[config.mk]
export PLATFORM = sky130hd
export DESIGN_NAME = adc_word_formatter
export DESIGN_NICKNAME = d
export VERILOG_FILES = /design/src/rtl/awf_pkg.sv /design/src/rtl/awf_mode_sel.sv /design/src/rtl/awf_xform.sv /design/src/rtl/awf_out_reg.sv /design/src/rtl/adc_word_formatter.sv
export SDC_FILE = /design/constraint.sdc
export NUM_CORES = 1
export LEC_CHECK = 0
export BUFFER_PORTS_ARGS = -buffer_cell sky130_fd_sc_hd__buf_2
export CORE_MARGIN = 5
export CORE_UTILIZATION = 36
export CTS_CLUSTER_DIAMETER = 200
export DETAILED_ROUTE_END_ITERATION = 7
export HOLD_SLACK_MARGIN = 0.03
export PLACE_DENSITY = 0.65
export REMOVE_ABC_BUFFERS = 1
export SLEW_MARGIN = 5
export SYNTH_ARGS = -nofsm -noshare
export SYNTH_HDL_FRONTEND = slang
export SYNTH_SLANG_ARGS = --single-unit
[constraint.sdc]
create_clock -name clk -period 1.55 [get_ports clk]
set_clock_uncertainty 0.05 [all_clocks]
set_input_delay 0.2325 -clock clk [delete_from_list [all_inputs] [get_ports clk]]
set_output_delay 0.2325 -clock clk [all_outputs]
set_load 0.03 [all_outputs]
[src/rtl/awf_pkg.sv]
package awf_pkg;

    typedef enum logic [2:0] {
        FM_PASS       = 3'd0,
        FM_TWOS       = 3'd1,
        FM_SCRAM      = 3'd2,
        FM_TWOS_SCRAM = 3'd3,
        FM_PATTERN    = 3'd4
    } fmt_mode_e;

endpackage

[src/rtl/awf_mode_sel.sv]
module awf_mode_sel
    import awf_pkg::*;
(
    input  logic      twos_en,
    input  logic      rand_en,
    input  logic      pat_en,
    output fmt_mode_e mode
);

    // The pattern enable outranks both transforms.
    always_comb begin
        if (pat_en) begin
            mode = FM_PATTERN;
        end else begin
            unique case ({twos_en, rand_en})
                2'b00:   mode = FM_PASS;
                2'b10:   mode = FM_TWOS;
                2'b01:   mode = FM_SCRAM;
                default: mode = FM_TWOS_SCRAM;
            endcase
        end
    end

endmodule

[src/rtl/awf_xform.sv]
module awf_xform
    import awf_pkg::*;
#(
    parameter int DATA_W = 14
) (
    input  fmt_mode_e          mode,
    input  logic [DATA_W-1:0]  raw,
    input  logic [DATA_W-1:0]  pattern,
    output logic [DATA_W-1:0]  word
);

    localparam int MSB = DATA_W - 1;

    // Offset binary to two's complement: flip the sign position.
    function automatic logic [DATA_W-1:0] flip_msb(input logic [DATA_W-1:0] d);
        logic [DATA_W-1:0] r;
        r      = d;
        r[MSB] = ~d[MSB];
        return r;
    endfunction

    // Every bit above the LSB is XORed with the LSB.
    function automatic logic [DATA_W-1:0] scramble(input logic [DATA_W-1:0] d);
        logic [DATA_W-1:0] r;
        r = d;
        for (int k = 1; k < DATA_W; k++) begin
            r[k] = d[k] ^ d[0];
        end
        return r;
    endfunction

    always_comb begin
        unique case (mode)
            FM_PASS:       word = raw;
            FM_TWOS:       word = flip_msb(raw);
            FM_SCRAM:      word = scramble(raw);
            FM_TWOS_SCRAM: word = scramble(flip_msb(raw));
            FM_PATTERN:    word = pattern;
            default:       word = raw;
        endcase
    end

endmodule

[src/rtl/awf_out_reg.sv]
module awf_out_reg #(
    parameter int DATA_W = 14
) (
    input  logic              clk,
    input  logic              rst_n,
    input  logic              load,
    input  logic [DATA_W-1:0] d,
    output logic [DATA_W-1:0] q,
    output logic              q_valid
);

    always_ff @(posedge clk or negedge rst_n) begin
        if (!rst_n) begin
            q       <= '0;
            q_valid <= 1'b0;
        end else begin
            q_valid <= load;
            if (load) begin
                q <= d;
            end
        end
    end

endmodule

[src/rtl/adc_word_formatter.sv]
module adc_word_formatter
    import awf_pkg::*;
#(
    parameter int DATA_W   = 14,
    parameter int PAT_HI_W = 6
) (
    input  logic                       clk,
    input  logic                       rst_n,
    input  logic                       smp_valid,
    input  logic [DATA_W-1:0]          smp_raw,
    input  logic                       ctl_twos,
    input  logic                       ctl_rand,
    input  logic                       ctl_pat_en,
    input  logic [PAT_HI_W-1:0]        pat_hi,
    input  logic [DATA_W-PAT_HI_W-1:0] pat_lo,
    output logic [DATA_W-1:0]          fmt_word,
    output logic                       fmt_valid
);

    localparam int PAT_LO_W = DATA_W - PAT_HI_W;

    fmt_mode_e         cur_mode;
    logic [DATA_W-1:0] pat_word;
    logic [DATA_W-1:0] next_word;

    assign pat_word = {pat_hi, pat_lo[PAT_LO_W-1:0]};

    awf_mode_sel u_mode (
        .twos_en (ctl_twos),
        .rand_en (ctl_rand),
        .pat_en  (ctl_pat_en),
        .mode    (cur_mode)
    );

    awf_xform #(.DATA_W(DATA_W)) u_xform (
        .mode    (cur_mode),
        .raw     (smp_raw),
        .pattern (pat_word),
        .word    (next_word)
    );

    awf_out_reg #(.DATA_W(DATA_W)) u_oreg (
        .clk     (clk),
        .rst_n   (rst_n),
        .load    (smp_valid),
        .d       (next_word),
        .q       (fmt_word),
        .q_valid (fmt_valid)
    );

endmodule

==> results of run 1 <==
cells in the final DEF (no fill, tap or decap), drive strengths merged:
master       count
nand2b           1
nand3b           1
nand2            1
clkbuf           3
nor2             1
and2b            3
o21ai           12
xor2            13
a21oi            1
or3              1
dfrtp           15
nand3            1
nor2b           10
clkinv           1
mux2i            1
a31oi           13
dlygate4sd3      1
buf             49
layer usage:
metal | part of all wire, % | wire (microns)
met5 | 0 | 0
met4 | 0 | 0
met3 | 8.4 | 169
met2 | 52 | 1050
met1 | 39 | 797
stage by stage:
stage | hold slack (ns) | area, sq um | total power [mW] | setup WS (ns)
final | 0.137 | 1110 | 1.01 | 0.412
after global routing | 0.123 | 1110 | 1.09 | 0.359
after CTS | 0.124 | 1110 | 1.03 | 0.393
after detailed placement | 0.114 | 1070 | 0.798 | 0.278
after global placement | 0.108 | 1070 | 0.793 | 0.327
after floorplan | -0.113 | 773 | 0.656 | 0.527
worst max-delay path by stage:
stage | endpoint | start | cells past startpoint
2_1_floorplan | u_oreg.q[6] | u_oreg.q[6] | 3
3_3_place_gp | u_oreg.q[8] | smp_valid | 5
3_5_place_dp | u_oreg.q[13] | ctl_pat_en | 4
4_1_cts | fmt_word[2] | u_oreg.q[2] | 1
5_1_grt | fmt_word[2] | u_oreg.q[2] | 1
6_report | fmt_word[13] | u_oreg.q[13] | 1
tightest hold or removal path, delay by kind of cell:
family | cells | cell delay [ns]
buffers and inverters | 1 | 0.08
AO/OA/AOI/OAI | 2 | 0.13
cells by family (layout without fill, tap and decap cells):
group / after synthesis / in the layout / share of synthesized area, %
compound gates: 26 / 26 / 17.5
xor+xnor: 13 / 13 / 13.6
buf+inv: 6 / 54 / 7.48
flops: 15 / 15 / 44.9
mux: 1 / 1 / 1.20
simple gates: 19 / 19 / 15.3
repair_timing:
| item | in CTS | in global routing |
|---|---|---|
| endpoints found under the hold margin | 15 | 0 |
| setup buffers | 0 | 0 |
| hold buffers | 1 | 0 |
power by group through the flow:
| stage | logic, mW | clock network [mW] | registers (mW) |
|---|---|---|---|
| floorplan | 0.0943 | 0 | 0.562 |
| global placement | 0.327 | 0 | 0.466 |
| detailed placement | 0.332 | 0 | 0.466 |
| CTS | 0.334 | 0.238 | 0.460 |
| global route | 0.360 | 0.261 | 0.465 |
| finish | 0.329 | 0.224 | 0.459 |
cell type report:
cell class	instances	area [sq um]	share of cell area [%]
Clock buffer	3	22.5	2.04
Tap cell	28	35.0	3.17
Multi-Input combinational cell	59	398	36.0
Timing Repair Buffer	50	270	24.4
Clock inverter	1	5.00	0.452
Sequential cell	15	375	33.9
sequential cells by signal, summed over array words and instances (netlist names):
signal / cells
u_oreg.q_valid: 1
u_oreg.q: 14
==> impl_metrics.tcl, run 1 <==
set metrics [dict create \
    r2r_setup_slack_ns 0.61 \
    worstReg2RegEnd "u_oreg.q[13]" \
    worstPathMaxFanout 2 \
    first_iter_violations 6 \
    switching_power_mw 0.352 \
    antenna_found_initial 0 \
    ant_nets 0 \
    p_seq_share_pct 45.4 \
    fp.coreArea_sq_um 2210 \
    crit_buf_inv 1 \
    p_per_area_nw_per_um2 915 \
    grt_pass1_vias 765 \
    synth_most_common_cell "dfrtp_1" \
    synth_edf_count 0 \
    worstMarginPinSlew_ns 0.369 \
    track_usage_pct 13.2 \
    path_cells "buf_2" \
    root_buffer "clkbuf_4" \
    layout-drive-gt1-share_pct 43.0 \
    worstSetupStartpointType "flip-flop" \
    min_path_cells 3 \
    min_to "u_oreg.q[8]" \
    power.leakage_nw 0.552 \
    async_flop_share_pct 100 \
    syn_to_final_growth_pct 32.3 \
    arrival_ns 0.86 \
    grt.overflow.total 0 \
    status "finished, final reports clean" \
    vias 754 \
    nets 163 \
    fp.dieH_microns 58.2 \
    slew_headroom_pct 75.3 \
    grt_first_pass_wirelength_microns 3480 \
    max_stage_delay_ns 0.40 \
    place_hpwl_microns 1550 \
    grt_max_degree 17 \
    period_minus_slack_ns 1.14 \
    synth_top_cell_by_area "dfrtp_1" \
    ys_ff_latch 15 \
    cts_tree "done" \
    sw_frac_of_total_pct 34.8 \
    cpMaxStageDelayCell "dfrtp_1" \
    met1_usage_pct 15.3 \
    htree_levels 1 \
    combPwrFrac_pct 32.5 \
    required_ns 1.27 \
    fin_crit_sh_pct 73.4 \
    die_w_microns 58.2 \
    drcViolationCount 0 \
    maxSlewViolCount 0 \
    setup_viol 0 \
    syn_area_per_cell_sq_um 10.4 \
    utilization_pct 50.0 \
    dieArea_sq_um 3390 \
    grt_util_met3_pct 5.79 \
    yosysWarnings 0 \
    ctsResizeCount 0 \
    clock_sinks 15 \
    start_util_pct 37.8 \
    use_met2_pct 23.1 \
    path_delay_family "flip-flops" \
    drt_first_pass_iters 4 \
    yosysSeqAreaShare_pct 44.9 \
    path_clk_slew_ns 0.09 \
    critPathKind "reg2out" \
    finalSetupTns_ns 0 \
    antenna-diode-count 0 \
    ys_types 19 \
    r2r-start "u_oreg.q[13]" \
    io_buffers 48 \
    synth_ff_type "dfrtp_1" \
    routed_wl_microns 2020 \
    hold_viol 0 \
    rows 17 \
    final_cells 156 \
    gp_congestion 0.703 \
    reg2regPathDepth 3 \
    vdd.ir_drop.worst_uv 510 \
    fmax_mhz 878 \
    max-clock-path-buffers 2 \
    gr-max-usage-layer "met2" \
    numCtsBuffers 3 \
    placed_cells 151 \
    pwr-share-clk_pct 22.1 \
    netlist_area_sq_um 836 \
    nFillCells 221 \
    setup.worst_path.end_class "output pin" \
    vias_per_cell 4.83 \
    yosysTopAreaCellShare_pct 44.9 \
    clock_latency_ns 0.28 \
    ioPinCount 49 \
    p_int_mw 0.660 \
    synth.area.top_cells "dfrtp_1, xor2_1, a31oi_1" \
    min_from "pat_hi[0]" \
    worstHoldPathType "in2reg" \
    rsz0062_at_grt "false" \
    max_cap_violations 0 \
    netlist_instances 80 \
    synth_commonest_cells "dfrtp_1, a31oi_1, xor2_1" \
    wl_per_cell_microns 12.9 \
]
Power figures use the tool's default switching activity.
==> run 2, diff against run 1 <==
Clock period 1.55 ns to 1.07 ns, I/O delays scaled along.
==> run 2 against run 1 <==
Compared with the run above:
- power up 58%
- first-iteration DRC count rose to 5.8 times the previous value
- register-to-register slack worse by 0.58 ns
- core utilization up 6.7 points
- critical path type unchanged
- hold slack worse by 0.080 ns
- sequential power increased by 48%
- final cell count grew 5.8%
- via count grew 6.8%
- largest power group unchanged
==> impl_metrics.tcl, run 2 (synthesis results as in run 1) <==
set metrics [dict create \
    grt_first_pass_wirelength_microns 3660 \
    layout-drive-gt1-share_pct 46.7 \
    arrival_ns 0.85 \
    syn_to_final_growth_pct 50.0 \
    setup.worst_path.end_class "output pin" \
    vias 805 \
    worstHoldPathType "in2reg" \
    fmax_mhz 941 \
    htree_levels 1 \
    largest_reg_flops 14 \
    final_cell_mix "buf_2, dfrtp_1, xor2_1, a31oi_1, buf_6" \
    die_w_microns 58.2 \
    min_path_cells 3 \
    top_regs "u_oreg.q (14), u_oreg.q_valid (1)" \
    path_delay_family "flip-flops" \
    worstSetupStartpointType "flip-flop" \
    place_hpwl_microns 1640 \
    vdd.ir_drop.worst_uv 786 \
    rows 17 \
    period_minus_slack_ns 1.06 \
    required_ns 0.86 \
    ff_latch_area_sq_um 375 \
    antenna_found_initial 0 \
    start_util_pct 37.8 \
    p_per_area_nw_per_um2 1280 \
    numCtsBuffers 3 \
    routed_wl_microns 2220 \
    root_buffer "clkbuf_4" \
    ioPinCount 49 \
    reg2regPathDepth 4 \
    sw_frac_of_total_pct 34.0 \
    critPathKind "reg2out" \
    ant_nets 0 \
    pwr-share-clk_pct 21.0 \
    rsz0062_at_grt "true" \
    antenna-diode-count 0 \
    nFillCells 221 \
    path_cells "buf_4" \
    grt_max_degree 18 \
    layout_commonest_cell "buf_2" \
    combPwrFrac_pct 36.5 \
    maxSlewViolCount 0 \
    top_register "u_oreg.q" \
    clock_sinks 15 \
    fp.dieH_microns 58.2 \
    fin_ws_ns 0.00758 \
    cpMaxStageDelayCell "dfrtp_1" \
    drcViolationCount 0 \
    max-clock-path-buffers 2 \
    status "finished, final reports clean" \
    timing.hold.ws_ns 0.0568 \
    p_int_mw 1.05 \
    track_usage_pct 13.9 \
    stdcell_area_sq_um 1250 \
    clock_latency_ns 0.28 \
    wl_per_cell_microns 13.5 \
    slew_headroom_pct 77.1 \
    grt.overflow.total 0 \
    power.leakage_nw 0.618 \
    place_ws_ns -0.0360 \
    r2r-start "u_oreg.q[9]" \
    p_seq_share_pct 42.5 \
    nets 172 \
    worstMarginPinSlew_ns 0.344 \
    finalSetupTns_ns 0 \
    min_to "u_oreg.q[8]" \
    drt_first_pass_iters 4 \
    fp.coreArea_sq_um 2210 \
    worstPathMaxFanout 2 \
    grt_pass1_vias 841 \
    multi_input_area_sq_um 398 \
    setup_viol 0 \
    min_from "pat_hi[0]" \
    gp_congestion 0.714 \
    max_stage_delay_ns 0.40 \
    max_cap_violations 0 \
    utilization_pct 56.7 \
    first_iter_violations 35 \
    switching_power_mw 0.544 \
    path_clk_slew_ns 0.10 \
    worstReg2RegEnd "u_oreg.q[9]" \
    dieArea_sq_um 3390 \
    io_buffers 48 \
    place_area_sq_um 1120 \
    hold_viol 0 \
    fin_crit_sh_pct 99.3 \
    vias_per_cell 4.88 \
    crit_buf_inv 1 \
    r2r_setup_slack_ns 0.03 \
    cts_tree "done" \
]
-- run 2: changes by cell type in the layout (fill, tap and decap cells not counted) --
cell and change:
buf_6 +12, buf_4 +11, buf_2 -14
-- run 2: cell type report --
type / instances / share of cell area, %
timing repair buffer: 59 / 33.3
multi-input combinational: 59 / 31.7
tap: 28 / 2.79
sequential: 15 / 29.9
clock inverter: 1 / 0.399
clock buffer: 3 / 1.80
-- run 2: stage by stage --
| step | power, mW | instances |
|---|---|---|
| after floorplan | 0.950 | 74 |
| after global placement | 1.17 | 158 |
| after detailed placement | 1.18 | 158 |
| after CTS | 1.55 | 164 |
| after global routing | 1.69 | 165 |
| final | 1.60 | 165 |
-- run 2: worst max path at each step --
stage                start      endpoint  slack [ns]  depth (start not counted)
4_1_cts        u_oreg.q[9]   fmt_word[9]     0.00002                          1
5_1_grt        u_oreg.q[9]   u_oreg.q[9]       -0.05                          4
6_report       u_oreg.q[9]   fmt_word[9]       0.008                          1
3_3_place_gp     smp_valid  u_oreg.q[13]       0.009                          4
2_1_floorplan  u_oreg.q[6]   u_oreg.q[6]        0.05                          3
3_5_place_dp     smp_valid  u_oreg.q[13]       -0.04                          4
-- run 2: power by group through the flow --
stage	Combinational [mW]	Clock, mW	Sequential, mW
5_1_grt	0.632	0.366	0.690
6_report	0.584	0.336	0.679
3_3_place_gp	0.495	0	0.674
3_5_place_dp	0.502	0	0.676
2_1_floorplan	0.137	0	0.814
4_1_cts	0.535	0.345	0.669
-- run 2: timing repair --
action	in CTS	in global routing
endpoints found under the setup margin	5	15
hold buffers	1	0
endpoints found under the hold margin	15	0
buffers inserted	1	1
gates cloned	0	0
gates resized for setup	8	27
-- run 2: per-layer routing --
metal  vias to the layer above  wire, microns  GRT usage, %
met5                         -              0             0
met4                         0              0          2.32
met3                         0            129          3.34
met2                        27           1190          25.2
met1                       384            904          16.9
li1                        394              -             -
==> run 3, diff against run 2 <==
--- a/config.mk
+++ b/config.mk
@@ -7,4 +7,5 @@
 export LEC_CHECK = 0
 export BUFFER_PORTS_ARGS = -buffer_cell sky130_fd_sc_hd__buf_2
+export CAP_MARGIN = 15
 export CORE_MARGIN = 5
 export CORE_UTILIZATION = 36
==> constraint.sdc (replaced) <==
create_clock -name clk -period 1.07 [get_ports clk]
set_clock_uncertainty 0.05 [all_clocks]
set_input_delay 0.107 -clock clk [delete_from_list [all_inputs] [get_ports clk]]
set_output_delay 0.107 -clock clk [all_outputs]
set_load 0.03 [all_outputs]
==> run 3 against run 2 <==
Compared with the run above:
- die area unchanged
- core utilization up 1.2 points
- worst setup slack better by 0.043 ns
- clock power up 1%
- final cell count up 7.3%
- register-to-register slack better by 0.11 ns
- sequential cell count unchanged
- global-route usage up 0.40 points
- combinational power down 8.9%
- power down 3.9%
- critical path type unchanged
==> impl_metrics.tcl, run 3 (synthesis results as in run 1) <==
set metrics [dict create \
    worstSetupStartpointType "flip-flop" \
    fmax_mhz 981 \
    fp.coreArea_sq_um 2210 \
    ant_nets 0 \
    reg2regPathDepth 3 \
    use_met2_pct 26.8 \
    grt.overflow.total 0 \
    finalSetupTns_ns 0 \
    nets 184 \
    start_util_pct 37.8 \
    dieArea_sq_um 3390 \
    gp_congestion 0.715 \
    first_iter_violations 4 \
    met1_usage_pct 16.0 \
    worstHoldPathType "in2reg" \
    track_usage_pct 14.3 \
    hold_viol 0 \
    status "finished, final reports clean" \
    layout-drive-gt1-share_pct 43.0 \
    ctsResizeCount 0 \
    clock_latency_ns 0.29 \
    cts_tree "done" \
    numCtsBuffers 3 \
    min_path_cells 3 \
    setup.worst_path.end_class "output pin" \
    top_regs "u_oreg.q (14), u_oreg.q_valid (1)" \
    maxSlewViolCount 0 \
    max-clock-path-buffers 2 \
    min_from "pat_lo[1]" \
    utilization_pct 57.9 \
    max_stage_delay_ns 0.39 \
    worstMarginPinSlew_ns 0.337 \
    r2r_setup_slack_ns 0.14 \
    path_clk_slew_ns 0.10 \
    arrival_ns 0.86 \
    r2r-start "u_oreg.q[9]" \
    drcViolationCount 0 \
    setup_viol 0 \
    fin_crit_sh_pct 95.3 \
    power.leakage_nw 0.639 \
    drt_first_pass_iters 4 \
    die_w_microns 58.2 \
    routed_wl_microns 2200 \
    vdd.ir_drop.worst_uv 888 \
    grt_first_pass_wirelength_microns 3730 \
    path_delay_family "flip-flops" \
    vias_per_cell 4.70 \
    path_cells "buf_2" \
    largest_reg_flops 14 \
    root_buffer "clkbuf_4" \
    p_per_area_nw_per_um2 1200 \
    grt_util_met3_pct 5.35 \
    cpMaxStageDelayCell "dfrtp_1" \
    slew_headroom_pct 77.5 \
    antenna_found_initial 0 \
    wl_per_cell_microns 12.4 \
    ioPinCount 49 \
    layout_commonest_cell "buf_2" \
    top_register "u_oreg.q" \
    grt_pass1_vias 854 \
    worstPathMaxFanout 2 \
    fp.dieH_microns 58.2 \
    required_ns 0.91 \
    rows 17 \
    antenna-diode-count 0 \
    min_to "u_oreg.q[1]" \
    grt_max_degree 20 \
    place_hpwl_microns 1680 \
    rsz0062_at_grt "false" \
    max_cap_violations 0 \
    crit_buf_inv 1 \
    syn_to_final_growth_pct 53.3 \
    clock_sinks 15 \
    worstReg2RegEnd "u_oreg.q[9]" \
    period_minus_slack_ns 1.02 \
    critPathKind "reg2out" \
    power_mw 1.54 \
    io_buffers 48 \
    final_cell_mix "buf_2, dfrtp_1, xor2_1, a31oi_1, dlygate4sd3_1" \
    vias 832 \
    gr-max-usage-layer "met2" \
    htree_levels 1 \
]
==> run 3: changes by cell type in the layout (fill, tap and decap cells not counted), sizes merged <==
cell | before | now
dlygate4sd3 | 1 | 13
==> run 3: power breakdown <==
part,switching (mW),total (mW),internal [mW]
clock network,0.201,0.340,0.139
registers,0.0305,0.664,0.634
logic,0.304,0.532,0.228
total,0.536,1.54,1.00
==> run 3: worst max path at each step <==
stage,startpoint,endpoint,slack [ns],cells after the start
2_1_floorplan,u_oreg.q[6],u_oreg.q[6],0.05,3
3_3_place_gp,smp_valid,u_oreg.q[13],0.04,4
3_5_place_dp,smp_valid,u_oreg.q[13],0.0001,4
4_1_cts,u_oreg.q[1],fmt_word[1],0.04,1
5_1_grt,u_oreg.q[0],fmt_word[0],0.01,1
6_report,u_oreg.q[5],fmt_word[5],0.05,1
==> run 3: per-stage QoR <==
step	hold WS, ns	instance area, sq um	setup slack (ns)	std cells
floorplan	-0.239	773	0.0473	74
global placement	-0.0174	1120	0.0367	160
detailed placement	-0.0223	1120	0.000109	160
CTS	0.0362	1280	0.0385	177
global route	0.0401	1280	0.00982	177
finish	0.0335	1280	0.0508	177
==> run 3: area by class of cell <==
cell class / count / area, sq um
Clock buffer: 3 / 22.5
Clock inverter: 1 / 5.00
Fill cell: 222 / 931
Multi-Input combinational cell: 59 / 398
Sequential cell: 15 / 375
Tap cell: 28 / 35.0
Timing Repair Buffer: 71 / 445
==> run 3: what timing repair did <==
item                                    4_1_cts  5_1_grt
hold buffers                                 13        0
setup buffers                                 0        0
endpoints found under the hold margin        27        0
endpoints found under the setup margin        0        0
==> run 3: routing by layer <==
metal / vias up / wire, microns
met3: 0 / 177
li1: 416 / -
met5: - / 0
met4: 0 / 0
met2: 31 / 1130
met1: 385 / 892
